==> src/rtl/dqs_eye_pkg.sv <==
package dqs_eye_pkg;

  typedef enum logic [3:0] {
    ST_IDLE,
    ST_APPLY,
    ST_ARM,
    ST_LOCK,
    ST_INIT,
    ST_SETTLE,
    ST_TEST,
    ST_EVAL,
    ST_DONE,
    ST_FAIL
  } cal_state_e;

endpackage

==> src/rtl/dqs_wait_timer.sv <==
module dqs_wait_timer #(
  parameter int TW = 16
) (
  input  logic          clk,
  input  logic          rst_n,
  input  logic          clr,
  input  logic [TW-1:0] limit,
  output logic          expired
);

  localparam logic [TW-1:0] CNT_MAX = {TW{1'b1}};

  logic [TW-1:0] cnt_q, cnt_d;

  always_comb begin
    if (clr)                 cnt_d = '0;
    else if (cnt_q == CNT_MAX) cnt_d = cnt_q;
    else                     cnt_d = cnt_q + 1'b1;
  end

  always_ff @(posedge clk or negedge rst_n) begin
    if (!rst_n) cnt_q <= '0;
    else        cnt_q <= cnt_d;
  end

  assign expired = (cnt_q >= limit);

  // the wait counter only moves up between restarts
  p_timer_monotonic_r8: assert property (@(posedge clk) disable iff (!rst_n)
    !clr |=> cnt_q >= $past(cnt_q));

endmodule

==> src/rtl/dqs_window_track.sv <==
module dqs_window_track #(
  parameter int FW   = 6,
  parameter int CW   = 7,
  parameter int CNTW = 7
) (
  input  logic            clk,
  input  logic            rst_n,
  input  logic            clr,
  input  logic            eval,
  input  logic            pass,
  input  logic            run_clr,
  input  logic [FW-1:0]   fine,
  input  logic [CW-1:0]   coarse,
  output logic [CNTW-1:0] best_cnt,
  output logic [FW-1:0]   best_lo,
  output logic [FW-1:0]   best_hi,
  output logic [CW-1:0]   best_cs
);

  logic [CNTW-1:0] run_q, run_d, best_q, best_d;
  logic [FW-1:0]   rlo_q, rlo_d, blo_q, blo_d, bhi_q, bhi_d;
  logic [CW-1:0]   bcs_q, bcs_d;
  logic [CNTW-1:0] run_inc;
  logic [FW-1:0]   lo_pick;

  assign run_inc = run_q + 1'b1;
  assign lo_pick = (run_q == '0) ? fine : rlo_q;

  always_comb begin
    run_d  = run_q;
    rlo_d  = rlo_q;
    best_d = best_q;
    blo_d  = blo_q;
    bhi_d  = bhi_q;
    bcs_d  = bcs_q;
    if (clr) begin
      run_d  = '0;
      rlo_d  = '0;
      best_d = '0;
      blo_d  = '0;
      bhi_d  = '0;
      bcs_d  = '0;
    end else if (eval) begin
      if (pass) begin
        run_d = run_inc;
        rlo_d = lo_pick;
        if (run_inc >= best_q) begin
          best_d = run_inc;
          blo_d  = lo_pick;
          bhi_d  = fine;
          bcs_d  = coarse;
        end
      end else begin
        run_d = '0;
      end
    end else if (run_clr) begin
      run_d = '0;
    end
  end

  always_ff @(posedge clk or negedge rst_n) begin
    if (!rst_n) begin
      run_q  <= '0;
      rlo_q  <= '0;
      best_q <= '0;
      blo_q  <= '0;
      bhi_q  <= '0;
      bcs_q  <= '0;
    end else begin
      run_q  <= run_d;
      rlo_q  <= rlo_d;
      best_q <= best_d;
      blo_q  <= blo_d;
      bhi_q  <= bhi_d;
      bcs_q  <= bcs_d;
    end
  end

  assign best_cnt = best_q;
  assign best_lo  = blo_q;
  assign best_hi  = bhi_q;
  assign best_cs  = bcs_q;

  // the best length never shrinks within one calibration
  p_best_nondecreasing_r6: assert property (@(posedge clk) disable iff (!rst_n)
    !clr |=> best_q >= $past(best_q));

  // a failing verdict leaves no open run
  p_fail_ends_run_r5: assert property (@(posedge clk) disable iff (!rst_n)
    (eval && !pass && !clr) |=> run_q == '0);

  // a stored window never ends before it starts
  p_window_ordered_r6: assert property (@(posedge clk) disable iff (!rst_n)
    best_q != '0 |-> bhi_q >= blo_q);

endmodule

==> src/rtl/dqs_lane_fanout.sv <==
module dqs_lane_fanout #(
  parameter int LANES = 9,
  parameter int FW    = 6
) (
  input  logic [FW-1:0]       fine,
  output logic [LANES*FW-1:0] lanes
);

  for (genvar i = 0; i < LANES; i++) begin : g_lane
    assign lanes[i*FW +: FW] = fine;
  end

endmodule

==> src/rtl/dqs_eye_search.sv <==
module dqs_eye_search
  import dqs_eye_pkg::*;
#(
  parameter int CW         = 7,
  parameter int FW         = 6,
  parameter int LANES      = 9,
  parameter int TW         = 16,
  parameter int COARSE_LO  = 64,
  parameter int COARSE_HI  = 95,
  parameter int FINE_LO    = 1,
  parameter int FINE_HI    = 63,
  parameter int SHIFT_OFS  = 32,
  parameter int SETTLE_CYC = 4
) (
  input  logic                 clk,
  input  logic                 rst_n,
  input  logic                 go,
  input  logic [TW-1:0]        wait_limit,
  input  logic                 dll_lock,
  input  logic                 init_done,
  input  logic                 test_done,
  input  logic                 test_pass,
  output logic                 ctl_start,
  output logic                 test_req,
  output logic [CW-1:0]        wr_shift,
  output logic [CW:0]          out_shift,
  output logic [LANES*FW-1:0]  lane_delay,
  output logic                 cal_done,
  output logic                 cal_err,
  output logic                 no_window,
  output logic [FW-1:0]        best_start,
  output logic [FW-1:0]        best_end,
  output logic [FW:0]          best_count,
  output logic [CW-1:0]        best_shift
);

  localparam int CNTW = FW + 1;
  localparam int OSW  = CW + 1;
  localparam logic [CW-1:0]  C_LO   = CW'(COARSE_LO);
  localparam logic [CW-1:0]  C_HI   = CW'(COARSE_HI);
  localparam logic [FW-1:0]  F_LO   = FW'(FINE_LO);
  localparam logic [FW-1:0]  F_HI   = FW'(FINE_HI);
  localparam logic [OSW-1:0] OFS    = OSW'(SHIFT_OFS);
  localparam logic [TW-1:0]  SETTLE = TW'(SETTLE_CYC);

  // reset: asserted asynchronously, released on the clock
  logic [1:0] rsync_q;
  logic       rst_i;

  always_ff @(posedge clk or negedge rst_n) begin
    if (!rst_n) rsync_q <= 2'b00;
    else        rsync_q <= {rsync_q[0], 1'b1};
  end
  assign rst_i = rsync_q[1];

  cal_state_e st_q, st_d;
  logic [CW-1:0]  cidx_q, cidx_d;
  logic [FW-1:0]  fidx_q, fidx_d;
  logic           fin_q, fin_d;
  logic [CW-1:0]  wsh_q, wsh_d;
  logic [OSW-1:0] osh_q, osh_d;
  logic [FW-1:0]  fdel_q, fdel_d;
  logic           start_q, start_d;
  logic           req_q, req_d;
  logic           done_q, done_d;
  logic           err_q, err_d;
  logic           nowin_q, nowin_d;

  logic           trk_clr, trk_eval, run_clr;
  logic [CNTW-1:0] bcnt;
  logic [FW-1:0]  blo, bhi;
  logic [CW-1:0]  bcs;
  logic [FW:0]    mid_sum;
  logic [FW-1:0]  mid;

  logic           tmr_clr, tmr_exp;
  logic [TW-1:0]  tmr_lim;

  assign mid_sum = {1'b0, blo} + {1'b0, bhi};
  assign mid     = mid_sum[FW:1];

  assign tmr_clr = (st_d != st_q);
  assign tmr_lim = (st_q == ST_SETTLE) ? SETTLE : wait_limit;

  dqs_wait_timer #(.TW(TW)) u_timer (
    .clk     (clk),
    .rst_n   (rst_i),
    .clr     (tmr_clr),
    .limit   (tmr_lim),
    .expired (tmr_exp)
  );

  dqs_window_track #(.FW(FW), .CW(CW), .CNTW(CNTW)) u_track (
    .clk      (clk),
    .rst_n    (rst_i),
    .clr      (trk_clr),
    .eval     (trk_eval),
    .pass     (test_pass),
    .run_clr  (run_clr),
    .fine     (fidx_q),
    .coarse   (cidx_q),
    .best_cnt (bcnt),
    .best_lo  (blo),
    .best_hi  (bhi),
    .best_cs  (bcs)
  );

  dqs_lane_fanout #(.LANES(LANES), .FW(FW)) u_fanout (
    .fine  (fdel_q),
    .lanes (lane_delay)
  );

  // next-state logic
  always_comb begin
    st_d     = st_q;
    cidx_d   = cidx_q;
    fidx_d   = fidx_q;
    fin_d    = fin_q;
    wsh_d    = wsh_q;
    osh_d    = osh_q;
    fdel_d   = fdel_q;
    start_d  = start_q;
    req_d    = req_q;
    done_d   = done_q;
    err_d    = err_q;
    nowin_d  = nowin_q;
    trk_clr  = 1'b0;
    trk_eval = 1'b0;
    run_clr  = 1'b0;
    unique case (st_q)
      ST_IDLE, ST_DONE, ST_FAIL: begin
        if (go) begin
          cidx_d  = C_LO;
          fidx_d  = F_LO;
          fin_d   = 1'b0;
          start_d = 1'b0;
          done_d  = 1'b0;
          err_d   = 1'b0;
          nowin_d = 1'b0;
          trk_clr = 1'b1;
          st_d    = ST_APPLY;
        end
      end
      ST_APPLY: begin
        if (fin_q) begin
          wsh_d  = bcs;
          fdel_d = mid;
        end else begin
          wsh_d  = cidx_q;
          fdel_d = fidx_q;
        end
        osh_d = OSW'(wsh_d) + OFS;
        st_d  = ST_ARM;
      end
      ST_ARM: begin
        start_d = 1'b1;
        st_d    = ST_LOCK;
      end
      ST_LOCK: begin
        if (dll_lock) begin
          st_d = ST_INIT;
        end else if (tmr_exp) begin
          err_d = 1'b1;
          st_d  = ST_FAIL;
        end
      end
      ST_INIT: begin
        if (init_done) begin
          st_d = ST_SETTLE;
        end else if (tmr_exp) begin
          err_d = 1'b1;
          st_d  = ST_FAIL;
        end
      end
      ST_SETTLE: begin
        if (tmr_exp) begin
          if (fin_q) begin
            done_d = 1'b1;
            st_d   = ST_DONE;
          end else begin
            req_d = 1'b1;
            st_d  = ST_TEST;
          end
        end
      end
      ST_TEST: begin
        if (test_done) begin
          req_d    = 1'b0;
          trk_eval = 1'b1;
          st_d     = ST_EVAL;
        end
      end
      ST_EVAL: begin
        start_d = 1'b0;
        if (fidx_q == F_HI) begin
          run_clr = 1'b1;
          fidx_d  = F_LO;
          if (cidx_q == C_HI) begin
            if (bcnt == '0) begin
              nowin_d = 1'b1;
              done_d  = 1'b1;
              st_d    = ST_DONE;
            end else begin
              fin_d = 1'b1;
              st_d  = ST_APPLY;
            end
          end else begin
            cidx_d = cidx_q + 1'b1;
            st_d   = ST_APPLY;
          end
        end else begin
          fidx_d = fidx_q + 1'b1;
          st_d   = ST_APPLY;
        end
      end
      default: st_d = ST_IDLE;
    endcase
  end

  // registers
  always_ff @(posedge clk or negedge rst_i) begin
    if (!rst_i) begin
      st_q    <= ST_IDLE;
      cidx_q  <= '0;
      fidx_q  <= '0;
      fin_q   <= 1'b0;
      wsh_q   <= '0;
      osh_q   <= '0;
      fdel_q  <= '0;
      start_q <= 1'b0;
      req_q   <= 1'b0;
      done_q  <= 1'b0;
      err_q   <= 1'b0;
      nowin_q <= 1'b0;
    end else begin
      st_q    <= st_d;
      cidx_q  <= cidx_d;
      fidx_q  <= fidx_d;
      fin_q   <= fin_d;
      wsh_q   <= wsh_d;
      osh_q   <= osh_d;
      fdel_q  <= fdel_d;
      start_q <= start_d;
      req_q   <= req_d;
      done_q  <= done_d;
      err_q   <= err_d;
      nowin_q <= nowin_d;
    end
  end

  assign ctl_start  = start_q;
  assign test_req   = req_q;
  assign wr_shift   = wsh_q;
  assign out_shift  = osh_q;
  assign cal_done   = done_q;
  assign cal_err    = err_q;
  assign no_window  = nowin_q;
  assign best_start = blo;
  assign best_end   = bhi;
  assign best_count = bcnt;
  assign best_shift = bcs;

  // a settings write never overlaps an asserted start
  p_quiet_settings_r4: assert property (@(posedge clk) disable iff (!rst_i)
    (fdel_q != $past(fdel_q) || wsh_q != $past(wsh_q)) |-> !start_q);

  // the pattern test runs only under an asserted start
  p_req_under_start_r4: assert property (@(posedge clk) disable iff (!rst_i)
    req_q |-> start_q);

  // the request is withdrawn once the verdict arrives
  p_req_release_r4: assert property (@(posedge clk) disable iff (!rst_i)
    (req_q && test_done) |=> !req_q);

  // the output strobe shift tracks the coarse shift whenever start is up
  p_shift_offset_r3: assert property (@(posedge clk) disable iff (!rst_i)
    start_q |-> osh_q == OSW'(wsh_q) + OFS);

  // done and error are exclusive
  p_done_err_excl_r8: assert property (@(posedge clk) disable iff (!rst_i)
    !(done_q && err_q));

  // the no-window flag only comes with an empty best window
  p_nowin_empty_r10: assert property (@(posedge clk) disable iff (!rst_i)
    nowin_q |-> (done_q && bcnt == '0));

endmodule

==> config.mk <==
export PLATFORM = sky130hd
export DESIGN_NAME = dqs_eye_search
export DESIGN_NICKNAME = d
export VERILOG_FILES = /design/src/rtl/dqs_eye_pkg.sv /design/src/rtl/dqs_wait_timer.sv /design/src/rtl/dqs_window_track.sv /design/src/rtl/dqs_lane_fanout.sv /design/src/rtl/dqs_eye_search.sv
export SDC_FILE = /design/constraint.sdc
export NUM_CORES = 1
export LEC_CHECK = 0
export ABC_AREA = 1
export BUFFER_PORTS_ARGS = -buffer_cell sky130_fd_sc_hd__buf_2
export CORE_ASPECT_RATIO = 1.25
export CORE_MARGIN = 5
export CORE_UTILIZATION = 35
export DETAILED_ROUTE_END_ITERATION = 8
export PLACE_DENSITY = 0.66
export SLEW_MARGIN = 20
export SYNTH_ARGS = -nofsm -noshare
export SYNTH_HDL_FRONTEND = slang
export SYNTH_SLANG_ARGS = --single-unit
==> constraint.sdc <==
create_clock -name clk -period 2.91 [get_ports clk]
set_clock_uncertainty 0.1 [all_clocks]
set_input_delay 0.4365 -clock clk [delete_from_list [all_inputs] [get_ports clk]]
set_output_delay 0.4365 -clock clk [all_outputs]
set_load 0.05 [all_outputs]
==> After elaboration in Yosys (flattened, before gate mapping) <==
Cells that the tools add are included.
{ "word_totals": {"ff_bits": 101, "output_inout_bits": 100, "word_cells": 152} }
{ "classes": {"addsub": 6, "n_lt_le_gt_ge": 2, "n_eq_ne": 26, "mux": 75, "reduce_logical": 23} }
{ "ops": {"columns": ["op", "count"], "rows": [
  ["$mux 7", 17],
  ["$mux 6", 15],
  ["$mux 16", 3],
  ["$mux 4", 10],
  ["$pmux 4 s8", 1],
  ["$ne 2x2->1 const B", 13],
  ["$mux 1", 21],
  ["$add 16x1->16 const B", 1],
  ["$eq 16x16->1 const B", 1],
  ["$eq 4x3->1 const B", 4],
  ["$ge 16x16->1", 1],
  ["$add 7x1->7 const B", 2],
  ["$logic_not 7->1", 2],
  ["$pmux 7 s2", 1],
  ["$pmux 6 s2", 1],
  ["$reduce_and 4->1", 3],
  ["$reduce_bool 3->1", 4],
  ["$reduce_and 5->1", 2],
  ["$reduce_bool 2->1", 5],
  ["$pmux 1 s3", 3],
  ["$add 7x6->8 const B", 1],
  ["$eq 4x2->1 const B", 2],
  ["$eq 4x4->1 const B", 2],
  ["$add 6x6->7", 1],
  ["12 further kinds", 16]
]} }

==> Depth between registers and ports, before layout <==
Gate-level depths: netlist of run 1.
{ "depth": {"depth_word": 8, "depth_mapped": 23} }

==> Cells and area by module <==
From an unflattened synthesis of run 1, not the netlist that was laid out.
{ "hier_totals": {"hier_cells": 891, "area_unflattened_um2": 6428.7} }
{ "modules_own_cells": {"columns": ["module", "n_inst", "cells_per_inst", "area_each_um2", "seq_area_each_um2"], "rows": [
  ["dqs_eye_search", 1, 365, 2631.3, 1026.0],
  ["dqs_window_track", 1, 275, 2042.0, 975.9],
  ["dqs_wait_timer", 1, 197, 1350.0, 400.4],
  ["dqs_lane_fanout", 1, 54, 405.4, 0.0]
]} }

==> Worst setup path before layout of run 1 <==
Ideal clock, no wire load.
{ "synth_timing": {"kind": "reg-to-reg", "startpoint": "register st_q[2]", "endpoint": "register u_timer.cnt_q[10]", "setup_time_ns": 0.069, "t_arrival_ns": 2.709, "slack_ns": 0.033, "path_stages_with_launch": 19, "path_buffers": 2, "period_less_slack_ns": 2.877, "cell_sequence": "dfrtp_1 > inv_2 > nor2_4 > nand2_2 > clkbuf_1 > nand2_1 > ha_1 > a21oi_1 > o21ai_0 > nor2_2 > nand2_1 > nand2_1 > nand3_1 > nand2_1 > nand2_1 > a21oi_4 > nand3_4 > buf_12 > nor2_4"} }
{ "synth_between": {"elab_chain_cells": 8, "elab_cells_between_ends": 23, "cone_classes": "1 x order compare; 11 x eq/ne; 9 x mux; 2 x reduce/logical"} }
{ "synth_lines": {"columns": ["element", "line", "source"], "rows": [
  ["start: declaration", "dqs_eye_search.sv:56", "cal_state_e st_q, st_d;"],
  ["start signal: assignment", "dqs_eye_search.sv:236", "st_q <= st_d;"],
  ["$eq 4x3->1", "dqs_eye_search.sv:83, dqs_eye_search.sv:130", null],
  ["$mux 16", "dqs_eye_search.sv:83", "assign tmr_lim = (st_q == ST_SETTLE) ? SETTLE : wait_limit;"],
  ["$ge 16x16->1", "dqs_wait_timer.sv:26", "assign expired = (cnt_q >= limit);"],
  ["$mux 4", "dqs_eye_search.sv:162, dqs_eye_search.sv:170", null],
  ["$mux 4 (on tied branches)", "dqs_eye_search.sv:168, dqs_eye_search.sv:160", null],
  ["$pmux 4 s8 *", "dqs_eye_search.sv:130", "unique case (st_q)"],
  ["named net st_d[1]", "dqs_eye_search.sv:56", null],
  ["$ne 4x4->1 *", "dqs_eye_search.sv:82", "assign tmr_clr = (st_d != st_q);"],
  ["$ne 2x2->1 (no line) / $mux 16 (equally long branches)", null, null],
  ["end signal: assignment", "dqs_wait_timer.sv:23", "else cnt_q <= cnt_d;"],
  ["end: declaration", "dqs_wait_timer.sv:13", "logic [TW-1:0] cnt_q, cnt_d;"]
]} }
Mark *: on every way through the listed nets, which the timed path passes. The rest lies on a longest branch.
A chain may end at the register's enable or synchronous reset.

==> Worst setup path after layout of run 1 <==
{ "layout_timing": {"startpoint": "register st_q[2]", "endpoint": "register u_timer.cnt_q[15]"} }
Same word-level chain as after synthesis.

==> metrics.md, run 1 <==
| Metric | Value |
|---|---|
| Syn Inst Count | `764` |
| DP HPWL | `10.9 mm` |
| Detailed-route via count | `5192` |
| Global Route Usage Sum | `14.1%` |
| EDFF count, synth | `0` |
| Status | `completed` |
| Gpl congestion | `0.906` |
| Clock root cell | `clkbuf_16` |
| Detailed Route Iter0 Violations | `279` |
| Initial Utilization | `35.8%` |
| Peak VDD IR | `0.463 mV` |
| Flop2flop setup slack | `0.12 ns` |
| Initial antenna violation count | `0` |
| Mapped cell area | `6050 um^2` |
| CP required | `3.08 ns` |
| Layout Utilization | `42.1%` |
| P per Cell Area | `1260 nW/um^2` |
| Chip Width | `128 um` |
| Layout Nets | `912` |
| Die Footprint | `20000 um^2` |
| Synth Warn # | `0` |
| First-pass GRT wire length | `23.2 mm` |
| CP arrival | `2.96 ns` |
| Flop and latch count out of synthesis | `96` |
| CP max stage cell | `dfrtp_1` |
| Port bufs | `122` |
| DRC | `0` |
| CTS tree | `done` |
| Buf/Inv on CP | `4` |
| Count of different cell masters after synthesis | `42` |
| Ant. Diodes | `0` |
| Detail Route Antenna Nets | `0` |
| H-tree depth | `3` |
| Avg Inst Size Synth | `7.92 um^2` |
| Post-synthesis sequential area ratio | `39.7%` |
| Worst-margin pin slew | `0.614 ns` |
| Relative slew slack | `59.1%` |
| Ordered list of cells on the worst path | `inv_2 -> nor2_4 -> buf_12 -> nand2_4 -> nand2_1 -> ha_1 -> nand2_1 -> inv_1 -> nand2_1 -> a21oi_1 -> nor2_4 -> nand2_4 -> nand2_2 -> nand3_2 -> nand2_2 -> nand2_2 -> a21oi_4 -> nand3_4 -> clkbuf_16 -> nor2_4` |
| Core Rows | `53` |
| Clk Latency, worst-skew pair | `0.34 ns` |
| Clock Path Buffers | `2` |
| Top-area cell type share of the netlist area | `39.7%` |
| Synth area leader | `dfrtp_1` |
| Placed cell areas | `6650 um^2` |
| Crit path largest cell delay | `0.39 ns` |
| Total Wirelength | `14.7 mm` |
| Ports | `123` |
| Die Y | `157 um` |
| Main synth FF type | `dfrtp_1` |
| Via density | `4.82` |
| Grt total ovfl | `0` |
| Final min period | `2.79 ns` |
| Number of placed instances with taps included | `1056` |
| Max cap viols | `0` |
| CP Capture Type | `flip-flop` |
| RR Startpoint | `st_q[2]` |
| Core Box Area | `16900 um^2` |
| Setup crit start kind | `flip-flop` |
| FF-to-FF End | `u_timer.cnt_q[15]` |
| Area grow syn2layout | `17.5%` |
| Delay-heaviest family, CP | `simple AND/OR/NAND/NOR gates` |
| Hold violation count in the final report | `0` |
| Largest net degree at the start of global routing | `52` |
| Setup-failing EPs final | `0` |
| DR pass1 iterations | `5` |
| Synth Net Count | `822` |
| Synth area leaders | `dfrtp_1, nand2_1, ha_1, buf_4, inv_1` |
| Fin area | `7110 um^2` |
| Share of cells above drive strength 1 | `25.2%` |
| Synth async-reset ratio | `100%` |
| Avg WL per Cell | `13.7 um` |
| Crit Path Max Fanout | `8` |
| Vias in the first global route | `4825` |
| Fmax achieved | `358 MHz` |
| Setup CP Type | `flip-flop to flip-flop` |
| Clock Pin Slew Worst Setup and Hold Paths | `0.07 ns` |
| Fin crit share | `96.0%` |
| HP Class | `flip-flop to async pin` |
| Post-route insts no fill | `1078` |
| Fin. max-slew vios | `0` |
| Leak | `0.00378 uW` |
| Power, Total | `8940 uW` |
| Total CTS buffers | `9` |
| Reg2Reg Depth | `20` |
| CTS sink cnt | `96` |
==> worst max-delay path by stage <==
| stage | from | to | slack [ns] | cells after the start |
|---|---|---|---|---|
| finish | st_q[2] | u_timer.cnt_q[15] | 0.12 | 20 |
| global route | st_q[2] | u_timer.cnt_q[7] | -0.04 | 22 |
| CTS | st_q[1] | u_timer.cnt_q[4] | 0.04 | 21 |
| detailed placement | st_q[2] | u_timer.cnt_q[4] | -0.05 | 17 |
| global placement | st_q[2] | u_timer.cnt_q[1] | 0.05 | 17 |
| floorplan | st_q[2] | u_timer.cnt_q[10] | 0.03 | 18 |
==> cell usage after synthesis, drive strengths merged, types with 5 or more instances <==
library cell  count
o21ai            51
nor2             70
nor3             10
ha               34
nand2           188
inv              92
nand3            65
clkbuf           12
dfrtp            96
a31oi             7
buf              59
o22ai             5
nand4            12
a21oi            27
xor2             17
==> layer usage <==
metal | wire, um | vias up | track usage [%]
li1 | - | 2611 | -
met1 | 6240 | 2433 | 17.1
met2 | 7320 | 133 | 25.1
met3 | 899 | 15 | 2.75
met4 | 254 | 0 | 4.35
met5 | 0 | - | 0
==> registers in the layout (all words and copies together) (netlist names), 6 cells and up <==
name and flops:
fidx_q 6, wr_shift 7, u_track.best_cnt 7, u_track.best_cs 7, cidx_q 7, u_timer.cnt_q 16
u_track.best_lo 6, u_track.run_q 7, u_track.rlo_q 6, fdel_q 6, u_track.best_hi 6
==> cell type report <==
cell class	instances	area [um^2]
Fill cell	1688	9800
Clock buffer	10	229
Timing Repair Buffer	149	887
Clock inverter	5	81.3
Sequential cell	96	2410
Inverter	92	345
Multi-Input combinational cell	506	2890
Tap cell	220	275
==> where the power goes <==
group	switching, uW	total [uW]	leakage (uW)	internal [uW]
combinational	4110	5610	0.00236	1500
clock	513	1260	0.000149	751
sequential	372	2070	0.00127	1700
==> layout by cell type, fill, tap and decap left out, types with 12 or more instances in the layout <==
cell type / netlist / final
nand3_1: 62 / 60
inv_1: 84 / 84
o21ai_0: 49 / 48
nor2_4: 12 / 14
a21oi_1: 25 / 24
buf_2: 5 / 122
nand4_1: 12 / 12
nand2_2: 8 / 12
nand2_1: 180 / 173
dfrtp_1: 96 / 95
buf_4: 53 / 20
nor2_1: 55 / 53
ha_1: 34 / 34
xor2_1: 17 / 17
==> through the flow <==
stage | setup WS (ns) | TNS, ns | hold WS, ns
floorplan | 0.0327 | 0 | 0.0409
global placement | 0.0452 | 0 | 0.124
detailed placement | -0.0496 | -0.250 | 0.125
CTS | 0.0388 | 0 | 0.261
global route | -0.0405 | -0.382 | 0.270
finish | 0.115 | 0 | 0.236
==> cell families (layout without fill, tap and decap cells) <==
kind of cell / Yosys count / count (layout) / synth area share (%)
compound gates: 100 / 100 / 9.37
xor+xnor: 19 / 19 / 2.75
fa+ha+maj: 35 / 35 / 7.36
buf+inv: 163 / 256 / 13.8
flops: 96 / 96 / 39.7
mux: 1 / 1 / 0.165
other cells: 1 / 1 / 0.0620
simple gates: 349 / 350 / 26.8
==> worst reg2reg max path: cells and delay by family, from the launching register on <==
kind	cells	cell delay (ns)
and+or+nand+nor	13	1.36
buffers and inverters	4	0.44
DFF	1	0.39
AOI/OAI and AO/OA	2	0.23
adders and majority gates	1	0.22
==> timing repair <==
action / in CTS / in global routing
pin swaps: 0 / 11
cloned: 0 / 2
setup endpoints to repair: 16 / 16
hold endpoints to repair: 2 / 0
hold buffers: 1 / 0
buffers inserted: 0 / 4
gates resized for setup: 1 / 19
(Power assumes the default switching activity.)
==> inputs of run 2 (changes only) <==
CORE_UTILIZATION = 45   (was 35)
PLACE_DENSITY = 0.79   (was 0.66)
==> run 2 against run 1 <==
Against the previous run:
- sequential share of layout area down 0.35 points
- register-to-register slack worse by 0.06 ns
- hold slack better by 0.0060 ns
- sequential power about the same
- power down 0.12%
- clock power down 11%
- global-route usage up 4.3 points
- routed wire length up 0.75%
- core utilization up 12 points
- critical path depth up 4
- worst setup slack worse by 0.062 ns
- largest power group unchanged
- highest routed layer unchanged
==> metrics.md, run 2 (synthesis results as in run 1) <==
| Metric | Value |
|---|---|
| Status | `completed` |
| Avg WL per Cell | `14.3 um` |
| Ant. Diodes | `0` |
| Combinational fraction of design power | `64.2%` |
| Worst-margin pin slew | `0.615 ns` |
| CP Capture Type | `flip-flop` |
| CP dominant cell by count | `nand2_1` |
| Net Switching | `5050 uW` |
| Via density | `5.08` |
| Max cap viols | `0` |
| Hold violation count in the final report | `0` |
| Commonest non-fill, non-tap cell in the layout | `nand2_1` |
| Setup CP Type | `flip-flop to flip-flop` |
| Crit path largest cell delay | `0.41 ns` |
| Die Footprint | `15900 um^2` |
| Initial Utilization | `45.7%` |
| Buf/Inv on CP | `7` |
| Leak | `0.00375 uW` |
| CP arrival | `3.04 ns` |
| Vias in the first global route | `5112` |
| CP max stage cell | `dfrtp_1` |
| Peak VDD IR | `0.996 mV` |
| Most frequent cells in the layout | `nand2_1, buf_2, dfrtp_1` |
| Clk Latency, worst-skew pair | `0.35 ns` |
| Setup-failing EPs final | `0` |
| Relative slew slack | `59.0%` |
| H-tree depth | `3` |
| Detail Route Antenna Nets | `0` |
| CP required | `3.09 ns` |
| Fmax achieved | `350 MHz` |
| Setup_tns | `0 ns` |
| Die Y | `140 um` |
| Clock Path Buffers | `2` |
| Grt total ovfl | `0` |
| Max FFs per register | `16` |
| Crit Path Max Fanout | `8` |
| DR pass1 iterations | `5` |
| Post-route insts no fill | `1036` |
| Largest net degree at the start of global routing | `51` |
| Net Sw Frac | `56.6%` |
| Detailed Route Iter0 Violations | `387` |
| Sequential share of power | `23.3%` |
| Delay-heaviest family, CP | `simple AND/OR/NAND/NOR gates` |
| Final min period | `2.86 ns` |
| Area grow syn2layout | `18.8%` |
| Port bufs | `122` |
| Number of placed instances with taps included | `1007` |
| First-pass GRT wire length | `24.1 mm` |
| P per Cell Area | `1240 nW/um^2` |
| Clock Pin Slew Worst Setup and Hold Paths | `0.06 ns` |
| Ordered list of cells on the worst path | `inv_2 -> nor2_4 -> buf_12 -> nand2_8 -> inv_4 -> nor2_2 -> ha_1 -> nand2_1 -> inv_1 -> nand2_1 -> nand2_1 -> nand2_1 -> nand2_1 -> nand2_2 -> buf_6 -> nand3_4 -> nand2_2 -> inv_2 -> nand2_2 -> nand2_2 -> a21oi_4 -> nand3_4 -> clkbuf_16 -> nor2_4` |
| Clock power frac | `12.5%` |
| Internal power | `3880 uW` |
| Setup crit start kind | `flip-flop` |
| DRC | `0` |
| Fill cells | `1232` |
| RSZ-0062 raised after global routing | `true` |
| Detailed-route via count | `5258` |
| Chip Width | `114 um` |
| Layout Nets | `919` |
| Initial antenna violation count | `0` |
| Global Route Usage Sum | `18.4%` |
| Gpl congestion | `0.881` |
| Total CTS buffers | `9` |
| Share of cells above drive strength 1 | `26.8%` |
| Fin. max-slew vios | `0` |
| HP Class | `flip-flop to async pin` |
| Biggest register | `u_timer.cnt_q` |
| Worst hold slack | `0.242 ns` |
| Total Wirelength | `14.8 mm` |
| Core Box Area | `13200 um^2` |
| DP HPWL | `10.7 mm` |
| Clock root cell | `clkbuf_16` |
| Ports | `123` |
| CTS tree | `done` |
| Fin crit share | `98.2%` |
| CTS sink cnt | `96` |
| Core Rows | `47` |
==> run 2: cell count changes in the layout (fill, tap and decap cells not counted), moves of 2 or more <==
cell / delta
buf_4: +5
bufinv_16: -2
clkbuf_8: +2
ha_1: -6
ha_4: +6
nand2_2: +3
nand2_4: -4
nand2_8: +3
==> run 2: worst reg2reg max path: cells and delay by family, from the launching register on <==
kind	cells	cell delay [ns]
and+or+nand+nor	15	1.11
buffers and inverters	7	0.69
DFF	1	0.41
adders and majority gates	1	0.30
AOI/OAI and AO/OA	1	0.17
==> run 2: area by class of cell <==
| class | count | area [um^2] | share of cell area (%) |
|---|---|---|---|
| Inverter | 92 | 348 | 4.84 |
| Clock inverter | 2 | 15.0 | 0.209 |
| Clock buffer | 13 | 260 | 3.62 |
| Tap cell | 171 | 214 | 2.98 |
| Timing Repair Buffer | 155 | 945 | 13.1 |
| Multi-Input combinational cell | 507 | 3000 | 41.7 |
| Sequential cell | 96 | 2410 | 33.5 |
==> run 2: routing by layer <==
metal  vias up  track usage, %  routed length [um]
li1       2613               -                   -
met5         -               0                   0
met3        27            3.99                 724
met4         0            6.58                 367
met1      2490            22.7                6320
met2       128            31.3                7420
==> run 2: worst paths after layout <==
kind / start / end / slack, ns / cells past startpoint
setup reg to reg: st_q[2] / u_timer.cnt_q[15] / 0.05 / 24
hold / removal: rsync_q[1] / st_q[3] / 0.24 / 0
min in group clk: rsync_q[0] / rsync_q[1] / 0.25 / 0
max in group asynchronous: rsync_q[1] / u_track.best_lo[3] / 1.77 / 1
hold reg to reg: rsync_q[1] / st_q[3] / 0.24 / 0
setup / recovery: st_q[2] / u_timer.cnt_q[15] / 0.05 / 24
==> run 2: timing repair <==
action | 4_1_cts | 5_1_grt
pin swaps | 0 | 20
buffers inserted | 0 | 10
gates resized for setup | 1 | 30
setup endpoints to repair | 11 | 16
hold endpoints to repair | 2 | 0
cloned | 0 | 3
hold buffers | 1 | 0
==> run 2: power by group through the flow <==
stage	sequential [uW]	clock (uW)	combinational, uW
after floorplan	2830	0	3750
after global placement	2080	0	5330
after detailed placement	2100	0	5390
after CTS	2080	1140	5420
after global routing	2150	1200	6150
final	2080	1120	5730
==> run 2: stage by stage <==
step	utilization, %	power, uW	area, um^2	setup slack (ns)
after global routing	54.3	9500	7190	-0.0878
final	54.3	8930	7190	0.0532
after CTS	52.0	8630	6880	0.0197
after global placement	49.8	7410	6590	0.0645
after detailed placement	49.8	7490	6590	-0.0798
after floorplan	-	6580	6050	0.0327
==> inputs of run 3 (changes only) <==
ABC_AREA = not set   (was 1)
SKIP_CTS_REPAIR_TIMING = 1   (was not set)
==> run 3 against run 2 <==
Against the previous run:
- the run now ends with setup timing left
- combinational power shrank 20%
- worst setup slack got worse by 0.11 ns
- register-to-register slack worse by 0.11 ns
- core utilization grew 0.11 points
- routed wire length down 3.6%
- first-iteration DRC count fell by 13%
- die area shrank 1.8%
- largest cell class unchanged
- highest routed layer unchanged
==> metrics.md, run 3 <==
| Metric | Value |
|---|---|
| Status | `finished with violations` |
| Failing checks | `setup timing` |
| Synth Warn # | `0` |
| Flop2flop setup slack | `-0.06 ns` |
| Setup CP Type | `flip-flop to flip-flop` |
| Largest net degree at the start of global routing | `49` |
| P per Cell Area | `1070 nW/um^2` |
| Post-place setup slack | `-0.0524 ns` |
| Initial antenna violation count | `0` |
| Placed cell areas | `6560 um^2` |
| Fin crit share | `102%` |
| Top-area cell type share of the netlist area | `40.5%` |
| Clock Pin Slew Worst Setup and Hold Paths | `0.07 ns` |
| Global Route Usage Sum | `17.6%` |
| Fmax achieved | `337 MHz` |
| Worst hold slack | `0.251 ns` |
| Fin area | `7140 um^2` |
| Final min period | `2.97 ns` |
| Core Rows | `47` |
| DR pass1 iterations | `5` |
| Mapped cell area | `5940 um^2` |
| Clk Latency, worst-skew pair | `0.33 ns` |
| Ant. Diodes | `0` |
| CTS sink cnt | `96` |
| Vias in the first global route | `4634` |
| Reg2Reg Depth | `13` |
| Die Footprint | `15600 um^2` |
| First-pass GRT wire length | `22.8 mm` |
| Ordered list of cells on the worst path | `nor2b_4 -> nand3_4 -> buf_12 -> nand2_4 -> ha_4 -> nand4_1 -> nor4_2 -> a31oi_2 -> and2_4 -> o311ai_4 -> xnor2_4 -> clkbuf_16 -> nor3_4` |
| Main synth FF type | `dfrtp_1` |
| Clock Path Buffers | `2` |
| Synth area leader | `dfrtp_1` |
| CP required | `3.01 ns` |
| Max FFs per register | `16` |
| Total CTS buffers | `9` |
| Synth Net Count | `711` |
| Crit Path Max Fanout | `8` |
| Buf/Inv on CP | `2` |
| Clock root cell | `clkbuf_16` |
| Commonest cells post-synth | `dfrtp_1, nand2_1, buf_4, nor2_1, o21ai_0` |
| EDFF count, synth | `0` |
| Port bufs | `122` |
| Hold violation count in the final report | `0` |
| RSZ-0062 raised after global routing | `true` |
| Max cap viols | `0` |
| Layout Nets | `800` |
| CP Capture Type | `flip-flop` |
| Total Wirelength | `14.3 mm` |
| Grt total ovfl | `0` |
| Setup crit start kind | `flip-flop` |
| Count of different cell masters after synthesis | `61` |
| CTS tree | `done` |
| Peak VDD IR | `0.704 mV` |
| Setup-failing EPs final | `16` |
| Chip Width | `113 um` |
| Ports | `123` |
| Fill cells | `1176` |
| Detailed Route Iter0 Violations | `336` |
| Detail Route Antenna Nets | `0` |
| HP Class | `flip-flop to async pin` |
| Post-synthesis sequential area ratio | `40.5%` |
| Delay-heaviest family, CP | `simple AND/OR/NAND/NOR gates` |
| Synth area leaders | `dfrtp_1, ha_1, buf_4, nand2_1, mux2i_1` |
| Worst-margin pin slew | `0.744 ns` |
| Initial Utilization | `45.3%` |
| FF-to-FF End | `u_timer.cnt_q[2]` |
| Top-count cell post-synth | `dfrtp_1` |
| DP HPWL | `10.6 mm` |
| Syn Inst Count | `653` |
| Avg Inst Size Synth | `9.09 um^2` |
| Share of cells above drive strength 1 | `31.1%` |
| Via density | `5.29` |
| Relative slew slack | `50.1%` |
| Fin. max-slew vios | `0` |
| CP max stage cell | `dfrtp_1` |
| DRC | `0` |
| Die Y | `138 um` |
| Synth async-reset ratio | `100%` |
| Area grow syn2layout | `20.3%` |
| Core Box Area | `13100 um^2` |
| RR Startpoint | `st_q[2]` |
| Commonest non-fill, non-tap cell in the layout | `buf_2` |
| Flop and latch count out of synthesis | `96` |
| H-tree depth | `3` |
| Gpl congestion | `0.848` |
| Leak | `0.00331 uW` |
| Most frequent cells in the layout | `buf_2, dfrtp_1, nand2_1` |
| PnR worst setup slack | `-0.0581 ns` |
| Crit path largest cell delay | `0.38 ns` |
| CP arrival | `3.07 ns` |
| Biggest register | `u_timer.cnt_q` |
| Avg WL per Cell | `15.6 um` |
| Detailed-route via count | `4856` |
==> run 3: cell type report <==
type	instances	area [um^2]	area share, %
multi-input cells	446	3160	44.2
flip-flops and latches	96	2410	33.7
repair buffers	159	962	13.5
clock buffers	13	260	3.65
well taps	171	214	3.00
inverters	30	113	1.58
clock inverters	3	23.8	0.333
==> run 3: logic make-up (layout without fill, tap and decap cells) <==
kind of cell / Yosys count / in the layout / share of synthesized area [%]
adder cells (fa/ha/maj): 35 / 35 / 7.50
AND/OR/NAND/NOR: 234 / 234 / 19.4
other: 1 / 1 / 0.0632
flip-flops: 96 / 96 / 40.5
buffers and inverters: 111 / 205 / 10.8
AO/OA/AOI/OAI: 115 / 115 / 11.9
XOR/XNOR: 27 / 27 / 4.11
multiplexers: 34 / 34 / 5.86
==> run 3: stage by stage <==
step	total power, uW	utilization, %	instances	TNS, ns
CTS	7280	52.2	912	-0.928
finish	7610	54.4	918	-0.594
global placement	6110	50.1	896	0
global route	8010	54.4	918	-3.63
floorplan	5500	-	653	-0.0548
detailed placement	6170	50.1	896	-0.410
==> run 3: worst max-delay path by stage <==
stage | start | endpoint | slack, ns | cells after the start
global route | st_q[2] | u_timer.cnt_q[2] | -0.23 | 13
detailed placement | st_q[2] | u_timer.cnt_q[12] | -0.05 | 13
floorplan | st_q[3] | u_timer.cnt_q[12] | -0.007 | 12
finish | st_q[2] | u_timer.cnt_q[2] | -0.06 | 13
global placement | st_q[2] | u_timer.cnt_q[8] | 0.01 | 13
CTS | st_q[2] | u_timer.cnt_q[12] | -0.09 | 13
==> run 3: metal layers <==
metal	GRT usage (%)	routed length [um]	vias up
met3	2.80	685	22
met1	21.7	5810	2310
met2	30.5	7430	146
li1	-	-	2378
met5	0	0	-
met4	7.28	368	0
==> run 3: power by group <==
part	switching (uW)	leakage, uW	internal, uW
clock network	477	0.000132	630
registers	328	0.00127	1600
logic	3250	0.00191	1320
